--- src/rtl/fetch_pc_incr_pkg.sv ---
package fetch_pc_incr_pkg;

   typedef enum logic [0:0] {
      INC_BEHAV  = 1'b0,
      INC_PREFIX = 1'b1
   } inc_style_e;

   function automatic int unsigned max_len(input int unsigned base_b,
                                           input int unsigned reg_b,
                                           input int unsigned const_b);
      return base_b + reg_b + const_b;
   endfunction

   function automatic int unsigned bits_for(input int unsigned value);
      int unsigned n;
      n = 1;
      while ((1 << n) <= value) n++;
      return n;
   endfunction

endpackage

--- src/rtl/fetch_pc_incr_len.sv ---
module fetch_pc_incr_len #(
   parameter int unsigned LEN_W       = 3,
   parameter int unsigned BASE_BYTES  = 1,
   parameter int unsigned REGID_BYTES = 1,
   parameter int unsigned CONST_BYTES = 4
) (
   input  logic             has_regid,
   input  logic             has_const,
   output logic [LEN_W-1:0] len
);
   import fetch_pc_incr_pkg::*;

   localparam int unsigned LMAX = max_len(BASE_BYTES, REGID_BYTES, CONST_BYTES);
   localparam logic [LEN_W-1:0] BASE_V  = LEN_W'(BASE_BYTES);
   localparam logic [LEN_W-1:0] REGID_V = LEN_W'(REGID_BYTES);
   localparam logic [LEN_W-1:0] CONST_V = LEN_W'(CONST_BYTES);

   if (LMAX >= (1 << LEN_W)) begin : g_len_too_wide
      $error("fetch_pc_incr_len: longest instruction does not fit LEN_W");
   end

   logic [LEN_W-1:0] reg_part;
   logic [LEN_W-1:0] const_part;

   always_comb begin
      reg_part   = has_regid ? REGID_V : '0;
      const_part = has_const ? CONST_V : '0;
      len        = BASE_V + reg_part + const_part;
   end

endmodule

--- src/rtl/fetch_pc_incr_hi.sv ---
module fetch_pc_incr_hi #(
   parameter int unsigned HI_W  = 29,
   parameter fetch_pc_incr_pkg::inc_style_e STYLE = fetch_pc_incr_pkg::INC_PREFIX
) (
   input  logic [HI_W-1:0] hi_raw,
   output logic [HI_W-1:0] hi_inc
);
   import fetch_pc_incr_pkg::*;

   if (HI_W < 1) begin : g_bad_width
      $error("fetch_pc_incr_hi: HI_W must be at least 1");
   end

   if (STYLE == INC_BEHAV) begin : g_behav
      always_comb hi_inc = hi_raw + HI_W'(1);
   end else begin : g_prefix
      logic [HI_W:0] run;
      assign run[0] = 1'b1;
      for (genvar i = 0; i < HI_W; i++) begin : g_bit
         assign run[i+1]  = run[i] & hi_raw[i];
         assign hi_inc[i] = hi_raw[i] ^ run[i];
      end
   end

endmodule

--- src/rtl/fetch_pc_incr_lo.sv ---
module fetch_pc_incr_lo #(
   parameter int unsigned LO_W = 3
) (
   input  logic [LO_W-1:0] lo_raw,
   input  logic [LO_W-1:0] len,
   output logic [LO_W-1:0] lo_sum,
   output logic            carry
);
   logic [LO_W:0] wide;

   always_comb begin
      wide   = {1'b0, lo_raw} + {1'b0, len};
      lo_sum = wide[LO_W-1:0];
      carry  = wide[LO_W];
   end

endmodule

--- src/rtl/fetch_pc_incr_sel.sv ---
module fetch_pc_incr_sel #(
   parameter int unsigned HI_W = 29
) (
   input  logic            carry,
   input  logic [HI_W-1:0] hi_raw,
   input  logic [HI_W-1:0] hi_inc,
   output logic [HI_W-1:0] hi_out
);
   always_comb hi_out = carry ? hi_inc : hi_raw;
endmodule

--- src/rtl/fetch_pc_incr.sv ---
module fetch_pc_incr #(
   parameter int unsigned PC_W        = 32,
   parameter int unsigned LO_W        = 3,
   parameter int unsigned BASE_BYTES  = 1,
   parameter int unsigned REGID_BYTES = 1,
   parameter int unsigned CONST_BYTES = 4,
   parameter bit          REG_OUT     = 1'b1,
   parameter fetch_pc_incr_pkg::inc_style_e INC_STYLE = fetch_pc_incr_pkg::INC_PREFIX
) (
   input  logic            clk,
   input  logic            rst_n,
   input  logic [PC_W-1:0] pc_i,
   input  logic            need_regid_i,
   input  logic            need_const_i,
   output logic [LO_W-1:0] ilen_o,
   output logic [PC_W-1:0] next_pc_o
);
   localparam int unsigned HI_W = PC_W - LO_W;

   if (LO_W < 1 || LO_W >= PC_W) begin : g_bad_split
      $error("fetch_pc_incr: LO_W must lie between 1 and PC_W-1");
   end

   logic [LO_W-1:0] len_w;
   logic [LO_W-1:0] lo_sum_w;
   logic            carry_w;
   logic [HI_W-1:0] hi_raw_w;
   logic [HI_W-1:0] hi_inc_w;
   logic [HI_W-1:0] hi_out_w;
   logic [PC_W-1:0] comb_next_w;

   assign hi_raw_w = pc_i[PC_W-1:LO_W];

   fetch_pc_incr_len #(
      .LEN_W(LO_W), .BASE_BYTES(BASE_BYTES),
      .REGID_BYTES(REGID_BYTES), .CONST_BYTES(CONST_BYTES)
   ) u_len (
      .has_regid(need_regid_i), .has_const(need_const_i), .len(len_w)
   );

   fetch_pc_incr_hi #(.HI_W(HI_W), .STYLE(INC_STYLE)) u_hi (
      .hi_raw(hi_raw_w), .hi_inc(hi_inc_w)
   );

   fetch_pc_incr_lo #(.LO_W(LO_W)) u_lo (
      .lo_raw(pc_i[LO_W-1:0]), .len(len_w), .lo_sum(lo_sum_w), .carry(carry_w)
   );

   fetch_pc_incr_sel #(.HI_W(HI_W)) u_sel (
      .carry(carry_w), .hi_raw(hi_raw_w), .hi_inc(hi_inc_w), .hi_out(hi_out_w)
   );

   assign comb_next_w = {hi_out_w, lo_sum_w};
   assign ilen_o      = len_w;

   if (REG_OUT) begin : g_reg
      logic [PC_W-1:0] next_q;
      always_ff @(posedge clk or negedge rst_n) begin
         if (!rst_n) next_q <= '0;
         else        next_q <= comb_next_w;
      end
      assign next_pc_o = next_q;
   end else begin : g_comb
      assign next_pc_o = comb_next_w;
   end

endmodule

--- config.mk ---
export PLATFORM = sky130hd
export DESIGN_NAME = fetch_pc_incr
export DESIGN_NICKNAME = d
export VERILOG_FILES = /design/src/rtl/fetch_pc_incr_pkg.sv /design/src/rtl/fetch_pc_incr_len.sv /design/src/rtl/fetch_pc_incr_hi.sv /design/src/rtl/fetch_pc_incr_lo.sv /design/src/rtl/fetch_pc_incr_sel.sv /design/src/rtl/fetch_pc_incr.sv
export SDC_FILE = /design/constraint.sdc
export NUM_CORES = 1
export LEC_CHECK = 0
export ABC_AREA = 1
export BUFFER_PORTS_ARGS = -buffer_cell sky130_fd_sc_hd__buf_2
export CORE_ASPECT_RATIO = 0.9
export CORE_MARGIN = 4
export CORE_UTILIZATION = 48
export DETAILED_ROUTE_END_ITERATION = 7
export GPL_TIMING_DRIVEN = 0
export HOLD_SLACK_MARGIN = 0.03
export PLACE_DENSITY = 0.91
export SLEW_MARGIN = 20
export SYNTH_ARGS = -nofsm -noshare
export SYNTH_HDL_FRONTEND = slang
export SYNTH_SLANG_ARGS = --single-unit
export TNS_END_PERCENT = 30
--- constraint.sdc ---
create_clock -name clk -period 0.8 [get_ports clk]
set_input_delay 0.12 -clock clk [delete_from_list [all_inputs] [get_ports clk]]
set_output_delay 0.12 -clock clk [all_outputs]
set_load 0.005 [all_outputs]
======== Word-level counts from Yosys, hierarchy flattened ========
Index checks and enable logic that the tools add are counted.
storage, ports and cells
  flip-flop bits (word level) ............. 32
  input port bits ......................... 36
  output and inout bits ................... 35
  logic and storage cells ................. 63
operators by class
  $add $sub $neg .......................... 3
  mux-type cells .......................... 3
  bitwise gates (word level) .............. 56
operators with widths
  cell                 count
  $mux 29              1
  $xor 1x1->1          28
  $and 1x1->1          27
  $add 3x3->4          1
  $add 1x3->3 const A  1
  $add 3x3->3          1
  $mux 3               1
  $mux 1               1
  $not 1->1            1

======== Depth between registers and ports, before layout ========
Gate-level depths: netlist of the first run.
  word-level depth ........................ 29
  depth in mapped cells ................... 32
  depth with buffers taken out ............ 32

======== Cells and area by module ========
Synthesis of the first run repeated with hierarchy kept, for this count alone.
second synthesis, totals
  cells, all modules ...................... 175
  area total of the unflattened synthesis .. 1656.6 um2
modules (own cells, without submodules)
  module             times used  cells each  area each (um2)
  fetch_pc_incr      1           32          800.8
  fetch_pc_incr_sel  1           94          377.9
  fetch_pc_incr_hi   1           33          360.3
  fetch_pc_incr_lo   1           13          98.8
  fetch_pc_incr_len  1           3           18.8

======== Worst setup path before layout of the first run ========
Ideal clock, no wire load.
  kind .................................... input to register
  from .................................... input pc_i[3]
  to ...................................... register g_reg.next_q[30] (netlist: next_pc_o[30])
  setup time .............................. 0.116 ns
  arrival time ............................ 4.961 ns
  setup slack ............................. -4.278 ns
  stages .................................. 29
  path through ............................ ha_1 > ha_1 > ha_1 > ha_1 > ha_1 > ha_1 > ha_1 > ha_1 > ha_1 > ha_1 > ha_1 > ha_1 > ha_1 > ha_1 > ha_1 > ha_1 > ha_1 > ha_1 > ha_1 > ha_1 > ha_1 > ha_1 > ha_1 > ha_1 > ha_1 > ha_1 > ha_1 > nand3_2 > nand2_1
between the ends
  cells in the longest elaborated chain, start to end .. 28
ends and longest elaborated chain
  item                        RTL line                source
  start, declared             fetch_pc_incr.sv:12     input logic [PC_W-1:0] pc_i,
  $and 1x1->1 (26 in series)  fetch_pc_incr_hi.sv:20  assign run[i+1] = run[i] & hi_raw[i];
  $xor 1x1->1                 fetch_pc_incr_hi.sv:21  assign hi_inc[i] = hi_raw[i] ^ run[i];
  $mux 29                     fetch_pc_incr_sel.sv:9  always_comb hi_out = carry ? hi_inc : hi_raw;
  net hi_out_w[27]            fetch_pc_incr.sv:29     logic [HI_W-1:0] hi_out_w;
  end signal, assigned        fetch_pc_incr.sv:60     else next_q <= comb_next_w;
  end, declared               fetch_pc_incr.sv:57     logic [PC_W-1:0] next_q;
The timed path passes the listed nets, and every way through them passes these cells.

======== Worst setup path after layout of the first run ========
  from .................................... input pc_i[4]
  to ...................................... register g_reg.next_q[31] (netlist: next_pc_o[31])
between the ends
  cells in the longest elaborated chain, start to end .. 29
ends and longest elaborated chain
  item                        RTL line
  $and 1x1->1 (27 in series)  fetch_pc_incr_hi.sv:20
  $xor 1x1->1                 fetch_pc_incr_hi.sv:21
  $mux 29                     fetch_pc_incr_sel.sv:9
  net hi_out_w[28]            fetch_pc_incr.sv:29
The timed path passes the listed nets, and every way through them passes these cells.

==> qor.csv, run 1 <==
metric,value,unit
Pwr per Cell Area,1645,nW/um^2
endpoint class of the critical path,flip-flop,
fin area,2774,sq um
asr flop ratio synth,100.0,%
detailed router's first-iteration violation count,66,
gr ovfl total,0,
clock buffer depth,2,
Crit Path Max Fanout,2,
Pwr Total,4.564,mW
antenna violations before repair,0,
final worst-path cycle share,550.4,%
Slowest cell on crit path,ha_4,
run status,"complete, but fails checks",
"area leader, netlist",dfrtp_1,
most frequent cell after synthesis,nand2_1,
GR Util All Layers,19.97,%
Worst-Margin Slew,0.7297,ns
worst vdd ir,1187,uV
clk sink count,32,
share of the synthesized area in the top cell type,44.57,%
sequential element share of the synthesized area,44.57,%
final WL,4474,um
Antenna Nets Post-Route,0,
setup TNS,-50.14,ns
Slew headroom,51.36,%
max frequency,0.2271,GHz
cts bufs inserted,5,
first-pass GRT wire length,7065,um
vias per cell,5.040,
Chip Height,66.04,um
"FF+latch count, synth",32,
Post-DP Area,2540,sq um
RSZ-0062 raised after global routing,yes,
cells after synthesis,178,
violated checks,"negative hold slack, negative setup slack",
htree depth,2,
CTS tree,yes,
synth unique cells,17,
critical path type,primary input to flip-flop,
layout cells sized above 1,57.75,%
fin crit period,4.403,ns
DRC Markers,0,
Pre-antenna DRT Iters,4,
WHS,-0.1128,ns
Buffers on Ports,70,
row count,20,
CP required,0.98,ns
initial core utilization,51.65,%
max reg flops,32,
Worst EP arrival,4.58,ns
clock-pin transition on the worst setup and hold timing paths,0.07,ns
startpoint types,primary input,
Final Hold Viols,32,
area grow syn2layout,54.39,%
CTS root buffer,clkbuf_8,
pre-CTS setup slack,-4.039,ns
Slew Limit Fails,0,
Die W,72.49,um
Final setup viols,62,
antenna cell count,0,
Final #Nets,324,
"Avg Cell Area, Syn",10.09,sq um
vias,1522,
post-DP HPWL,3374,um
YS warnings,0,
core box area,3478,sq um
I/O Pins,71,
main area contributors after synthesis,"dfrtp_1 (45%), ha_1 (21%), nand2_1 (13%), nand3_1 (5.8%), nand3_2 (5.6%)",
GPL Wtd Cong,0.7327,
number of synthesized flops with an enable pin,0,
Synth Cell Area,1797,sq um
synth cell count leaders,"nand2_1 (61), dfrtp_1 (32), ha_1 (30)",
Max Cap Viol,0,
DIE AREA,4787,sq um
vias in the first global route,1587,
largest net degree at the start of global routing,33,
max incr delay on CP,0.16,ns
predominant post-synthesis flop cell,dfrtp_1,
most frequent CP cell,ha_4,
final worst slack,-3.603,ns
cell leakage power,1.366,nW
Worst Hold Class,primary input to asynchronous set/reset pin,
Routed WL per cell,14.81,um
syn_nets,245,
[cells in the final DEF, fill, tap and decap left out, drive strengths merged]
cell / netlist / final
buf: 10 / 82
xnor2: 1 / 1
a21oi: 1 / 1
fa: 1 / 1
clkinv: 0 / 1
nand2: 63 / 63
ha: 30 / 30
clkbuf: 0 / 6
or2: 1 / 1
inv: 7 / 7
nand3: 31 / 31
dfrtp: 32 / 32
bufinv: 0 / 1
nor2: 1 / 1
[power by group]
group | internal, mW | switching (mW)
Clock | 0.924 | 0.620
Sequential | 1.82 | 0.0514
Combinational | 0.527 | 0.622
[cell type report]
type | instances | area [sq um]
multi-input combinational | 129 | 1296
sequential | 32 | 800.8
fill | 217 | 704.4
timing repair buffer | 72 | 385.4
buffer | 10 | 100.1
clock buffer | 6 | 72.57
tap | 44 | 55.05
clock inverter | 2 | 35.03
inverter | 7 | 28.78
[kinds of logic after synthesis]
| family | synth area share [%] |
|---|---|
| compound gates | 0.2783 |
| xor+xnor | 0.4876 |
| simple gates | 25.84 |
| fa+ha+maj | 22.01 |
| buf+inv | 6.824 |
| flops | 44.57 |
[how the worst max path moves through the flow]
stage | from | to | slack (ns) | cells past startpoint
2_1_floorplan | pc_i[3] | next_pc_o[31]$_DFF_PN0_ | -3.77 | 31
3_3_place_gp | pc_i[3] | next_pc_o[31]$_DFF_PN0_ | -3.99 | 32
3_5_place_dp | pc_i[3] | next_pc_o[31]$_DFF_PN0_ | -4.04 | 32
4_1_cts | pc_i[4] | next_pc_o[31]$_DFF_PN0_ | -3.61 | 33
5_1_grt | pc_i[4] | next_pc_o[31]$_DFF_PN0_ | -3.71 | 33
6_report | pc_i[4] | next_pc_o[31]$_DFF_PN0_ | -3.60 | 32
[critical path: cells and delay by family]
family	cells	cell delay (ns)
fa+ha+maj	27	4.10
simple gates	4	0.19
buf+inv	1	0.10
[metal layers]
layer	up-vias	track usage (%)	part of all wire [%]
met5	-	0	0
met4	0	10.14	2.7
met3	10	6.535	7.6
met2	53	36.48	54
met1	715	20.17	36
li1	744	-	-
[per-stage QoR]
stage          std cells  utilization, %
2_1_floorplan        178               -
3_3_place_gp         292           73.02
3_5_place_dp         292           73.02
4_1_cts              301           79.14
5_1_grt              302           79.75
6_report             302           79.75
[repair_timing]
item	CTS	global route
setup endpoints to repair	63	63
gates resized for setup	23	5
setup buffers	1	1
hold endpoints to repair	32	32
pin swaps	45	4
No activity file was read; power rests on OpenSTA's default activity.
==> run 2, diff against run 1 <==
--- a/config.mk
+++ b/config.mk
@@ -14,6 +14,7 @@
 export GPL_TIMING_DRIVEN = 0
 export HOLD_SLACK_MARGIN = 0.03
 export PLACE_DENSITY = 0.91
+export SKIP_CTS_REPAIR_TIMING = 1
 export SLEW_MARGIN = 20
 export SYNTH_ARGS = -nofsm -noshare
 export SYNTH_HDL_FRONTEND = slang
==> qor.csv, run 2 (synthesis results as in run 1) <==
metric,value,unit,change
final WL,4408,um,was 4474 um
core box area,3478,sq um,unchanged
endpoint class of the critical path,flip-flop,,unchanged
vias in the first global route,1543,,was 1587
GR Util All Layers,19.46,%,was 19.97%
Crit Path Max Fanout,2,,unchanged
WHS,-0.1102,ns,was -0.1128 ns
critical path type,primary input to flip-flop,,unchanged
Worst EP arrival,4.58,ns,about the same
setup TNS,-50.11,ns,was -50.14 ns
Pre-antenna DRT Iters,4,,unchanged
worst vdd ir,1153,uV,was 1187 uV
Chip Height,66.04,um,unchanged
area grow syn2layout,54.11,%,was 54.39%
CTS root buffer,clkbuf_8,,unchanged
most frequent CP cell,ha_4,,unchanged
Buffers on Ports,70,,unchanged
Inst Count DP,292,,unchanged
DIE AREA,4787,sq um,unchanged
Slowest cell on crit path,ha_4,,unchanged
met1 wire length,1627,um,was 1616 um
Final Hold Viols,32,,unchanged
"commonest non-fill, non-tap cell in the layout",buf_2,,unchanged
Worst Hold Class,primary input to asynchronous set/reset pin,,unchanged
max frequency,0.2270,GHz,was 0.2271 GHz
Final #Nets,322,,was 324
WL met3,335,um,was 338 um
clock buffer depth,2,,unchanged
met2 routed WL,2324,um,was 2396 um
Die W,72.49,um,unchanged
cts bufs inserted,5,,unchanged
cell leakage power,1.360,nW,was 1.366 nW
max reg flops,32,,unchanged
CP required,0.98,ns,about the same
GPL Wtd Cong,0.7327,,unchanged
row count,20,,unchanged
most frequent cells in the layout,"buf_2 (70), nand2_1 (56), dfrtp_1 (32), ha_4 (29), nand3_2 (21)",,"was buf_2 (70), nand2_1 (54), dfrtp_1 (32), ha_4 (29), nand3_2 (18)"
clock-pin transition on the worst setup and hold timing paths,0.07,ns,about the same
largest net degree at the start of global routing,33,,unchanged
layout cells sized above 1,57.81,%,was 57.75%
Max Cap Viol,0,,unchanged
final worst slack,-3.605,ns,was -3.603 ns
Routed WL per cell,14.69,um,was 14.81 um
Antenna Nets Post-Route,0,,unchanged
DRC Markers,0,,unchanged
Slew Limit Fails,0,,unchanged
Post-Layout Cell Count,300,,was 302
Pwr per Cell Area,1643,nW/um^2,was 1645 nW/um^2
antenna violations before repair,0,,unchanged
clk sink count,32,,unchanged
top routing layer used,met4,,unchanged
gr ovfl total,0,,unchanged
antenna cell count,0,,unchanged
Slew headroom,51.64,%,was 51.36%
fin area,2769,sq um,was 2774 sq um
RSZ-0062 raised after global routing,yes,,unchanged
vias,1529,,was 1522
initial core utilization,51.65,%,unchanged
violated checks,"negative hold slack, negative setup slack",,unchanged
Post-DP Area,2540,sq um,unchanged
detailed router's first-iteration violation count,71,,was 66
max incr delay on CP,0.16,ns,about the same
Post-Route Utilization,79.60,%,was 79.75%
post-DP HPWL,3374,um,unchanged
fillers,219,,was 217
htree depth,2,,unchanged
first-pass GRT wire length,6913,um,was 7065 um
run status,"complete, but fails checks",,unchanged
CTS tree,yes,,unchanged
vias per cell,5.097,,was 5.040
I/O Pins,71,,unchanged
startpoint types,primary input,,unchanged
final worst-path cycle share,550.6,%,was 550.4%
pre-CTS setup slack,-4.039,ns,unchanged
Worst-Margin Slew,0.7255,ns,was 0.7297 ns
fin crit period,4.405,ns,was 4.403 ns
Pwr Total,4.551,mW,was 4.564 mW
Final setup viols,62,,unchanged
-- run 2: changes by cell type in the layout (fill, tap and decap cells not counted) --
cell     previous run  this run
buf_4               4         2
nand3_2            18        21
nand3_1            13        10
nand2_1            54        56
nand2_2             8         6
-- run 2: report_power, final --
group,switching [mW],internal [mW]
clock,0.606,0.924
sequential,0.0521,1.82
combinational,0.623,0.527
total,1.28,3.27
-- run 2: worst paths after layout --
kind / start / to / slack [ns]
hold / removal: rst_n / next_pc_o[28]$_DFF_PN0_ / -0.11
min in group clk: pc_i[4] / next_pc_o[4]$_DFF_PN0_ / 0.05
setup / recovery: pc_i[4] / next_pc_o[31]$_DFF_PN0_ / -3.60
max in group asynchronous: rst_n / next_pc_o[3]$_DFF_PN0_ / 0.45
-- run 2: layout make-up --
| cell class | count | area [sq um] | area share (%) |
|---|---|---|---|
| well taps | 44 | 55.05 | 1.988 |
| clock inverters | 2 | 35.03 | 1.265 |
| repair buffers | 70 | 366.6 | 13.24 |
| inverters | 7 | 28.78 | 1.039 |
| flip-flops and latches | 32 | 800.8 | 28.92 |
| plain buffers | 10 | 103.9 | 3.751 |
| multi-input cells | 129 | 1306 | 47.18 |
| clock buffers | 6 | 72.57 | 2.621 |
-- run 2: critical path: cells and delay by family --
kind | cells | cell delay [ns]
simple gates | 4 | 0.20
buf+inv | 1 | 0.10
fa+ha+maj | 27 | 4.10
-- run 2: routing by layer --
| metal | track usage, % | up-vias |
|---|---|---|
| met4 | 9.447 | 0 |
| met1 | 19.79 | 731 |
| li1 | - | 738 |
| met3 | 6.535 | 10 |
| met5 | 0 | - |
| met2 | 35.45 | 50 |
==> run 3, diff against run 2 <==
--- a/config.mk
+++ b/config.mk
@@ -13,8 +13,8 @@
 export DETAILED_ROUTE_END_ITERATION = 7
 export GPL_TIMING_DRIVEN = 0
 export HOLD_SLACK_MARGIN = 0.03
+export MAX_ROUTING_LAYER = met4
 export PLACE_DENSITY = 0.91
-export SKIP_CTS_REPAIR_TIMING = 1
 export SLEW_MARGIN = 20
 export SYNTH_ARGS = -nofsm -noshare
 export SYNTH_HDL_FRONTEND = slang
==> qor.csv, run 3 (synthesis results as in run 1) <==
metric,value,unit,change
Antenna Nets Post-Route,0,,unchanged
Slowest cell on crit path,ha_4,,unchanged
max incr delay on CP,0.16,ns,about the same
worst vdd ir,1187,uV,was 1153 uV
first-pass GRT wire length,7024,um,was 6913 um
DIE AREA,4787,sq um,unchanged
final worst slack,-3.609,ns,was -3.605 ns
startpoint types,primary input,,unchanged
pre-CTS setup slack,-4.039,ns,unchanged
gr ovfl total,0,,unchanged
DRC Markers,0,,unchanged
most frequent CP cell,ha_4,,unchanged
htree depth,2,,unchanged
Final setup viols,62,,unchanged
vias in the first global route,1589,,was 1543
critical path type,primary input to flip-flop,,unchanged
Final #Nets,324,,was 322
Slew headroom,51.06,%,was 51.64%
switch share,28.39,%,was 28.15%
Worst-Margin Slew,0.7341,ns,was 0.7255 ns
final worst-path cycle share,551.1,%,was 550.6%
CTS root buffer,clkbuf_8,,unchanged
Post-Route Utilization,79.75,%,was 79.60%
CP required,0.98,ns,about the same
initial core utilization,51.65,%,unchanged
share of power burned in registers,41.0,%,was 41.1%
setup TNS,-50.25,ns,was -50.11 ns
Crit Path Max Fanout,2,,unchanged
largest net degree at the start of global routing,33,,unchanged
area grow syn2layout,54.39,%,was 54.11%
cell leakage power,1.366,nW,was 1.360 nW
core box area,3478,sq um,unchanged
layout cells sized above 1,57.75,%,was 57.81%
WHS,-0.1116,ns,was -0.1102 ns
I/O Pins,71,,unchanged
final WL,4488,um,was 4408 um
max reg flops,32,,unchanged
Buffers on Ports,70,,unchanged
Final Hold Viols,32,,unchanged
"commonest non-fill, non-tap cell in the layout",buf_2,,unchanged
CTS tree,yes,,unchanged
violated checks,"negative hold slack, negative setup slack",,unchanged
RSZ-0062 raised after global routing,yes,,unchanged
antenna violations before repair,0,,unchanged
most frequent cells in the layout,"buf_2 (70), nand2_1 (54), dfrtp_1 (32), ha_4 (29), nand3_2 (18)",,"was buf_2 (70), nand2_1 (56), dfrtp_1 (32), ha_4 (29), nand3_2 (21)"
Pwr per Cell Area,1646,nW/um^2,was 1643 nW/um^2
row count,20,,unchanged
GR Util All Layers,20.48,%,was 19.46%
detailed router's first-iteration violation count,71,,unchanged
vias,1546,,was 1529
endpoint class of the critical path,flip-flop,,unchanged
Max Cap Viol,0,,unchanged
Clk pwr share,33.8,%,was 33.6%
Int Power,3.270,mW,about the same
cts bufs inserted,5,,unchanged
Die W,72.49,um,unchanged
Psw,1.296,mW,was 1.281 mW
Pre-antenna DRT Iters,5,,was 4
Chip Height,66.04,um,unchanged
Logic pwr share,25.2,%,was 25.3%
clk sink count,32,,unchanged
Worst Hold Class,primary input to asynchronous set/reset pin,,unchanged
run status,"complete, but fails checks",,unchanged
antenna cell count,0,,unchanged
Pwr Total,4.566,mW,was 4.551 mW
GPL Wtd Cong,0.7417,,was 0.7327
post-DP HPWL,3374,um,unchanged
Worst EP arrival,4.59,ns,was 4.58 ns
Slew Limit Fails,0,,unchanged
max frequency,0.2268,GHz,was 0.2270 GHz
fin crit period,4.409,ns,was 4.405 ns
clock-pin transition on the worst setup and hold timing paths,0.07,ns,about the same
vias per cell,5.119,,was 5.097
Routed WL per cell,14.86,um,was 14.69 um
clock buffer depth,2,,unchanged
==> run 3: changes by cell type in the layout (fill, tap and decap cells not counted), sizes merged <==
cell	before	now
buf	80	82
==> run 3: stage by stage <==
step | instances | instance area, sq um | hold WS [ns]
floorplan | 178 | 2135 | -0.1756
global route | 302 | 2774 | -0.04425
finish | 302 | 2774 | -0.1116
global placement | 292 | 2540 | 0.2025
detailed placement | 292 | 2540 | 0.2133
CTS | 301 | 2753 | -0.09369
==> run 3: critical path: cells and delay by family <==
family / cells / cell delay (ns)
buffers and inverters: 1 / 0.10
adders and majority gates: 27 / 4.12
and+or+nand+nor: 4 / 0.20
==> run 3: power by group through the flow <==
| stage | combinational [mW] | sequential [mW] | clock [mW] |
|---|---|---|---|
| after global placement | 1.01 | 1.89 | 0 |
| after floorplan | 0.519 | 1.93 | 0 |
| after global routing | 1.28 | 1.89 | 1.61 |
| after CTS | 1.15 | 1.88 | 1.56 |
| final | 1.15 | 1.87 | 1.54 |
| after detailed placement | 1.07 | 1.90 | 0 |
==> run 3: final timing paths <==
check                         from                      end  slack (ns)  cells past startpoint
worst max-delay path       pc_i[4]  next_pc_o[31]$_DFF_PN0_       -3.61                     32
worst min-delay path         rst_n   next_pc_o[0]$_DFF_PN0_       -0.11                      1
max in group asynchronous    rst_n  next_pc_o[22]$_DFF_PN0_        0.44                      1
min in group clk           pc_i[0]   next_pc_o[0]$_DFF_PN0_        0.08                      2
==> run 3: final cells by class <==
class                      instances  area (sq um)
buffer                            10         100.1
clock buffer                       6         72.57
clock inverter                     2         35.03
fill                             217         704.4
inverter                           7         28.78
multi-input combinational        129          1296
sequential                        32         800.8
tap                               44         55.05
timing repair buffer              72         385.4
==> run 3: what timing repair did <==
item                       in CTS  in global routing
setup buffers                   1                  1
resized for setup              23                  5
pin swaps                      45                  4
hold endpoints to repair       32                 32
setup endpoints to repair      63                 63
cloned                          0                  0
==> run 3: routing by layer <==
metal | vias up | routed length [um] | GRT usage (%)
met5 | - | 0 | -
met1 | 734 | 1643 | 20.93
li1 | 744 | - | -
met2 | 57 | 2405 | 36.59
met4 | 0 | 133 | 10.14
met3 | 11 | 304 | 5.015
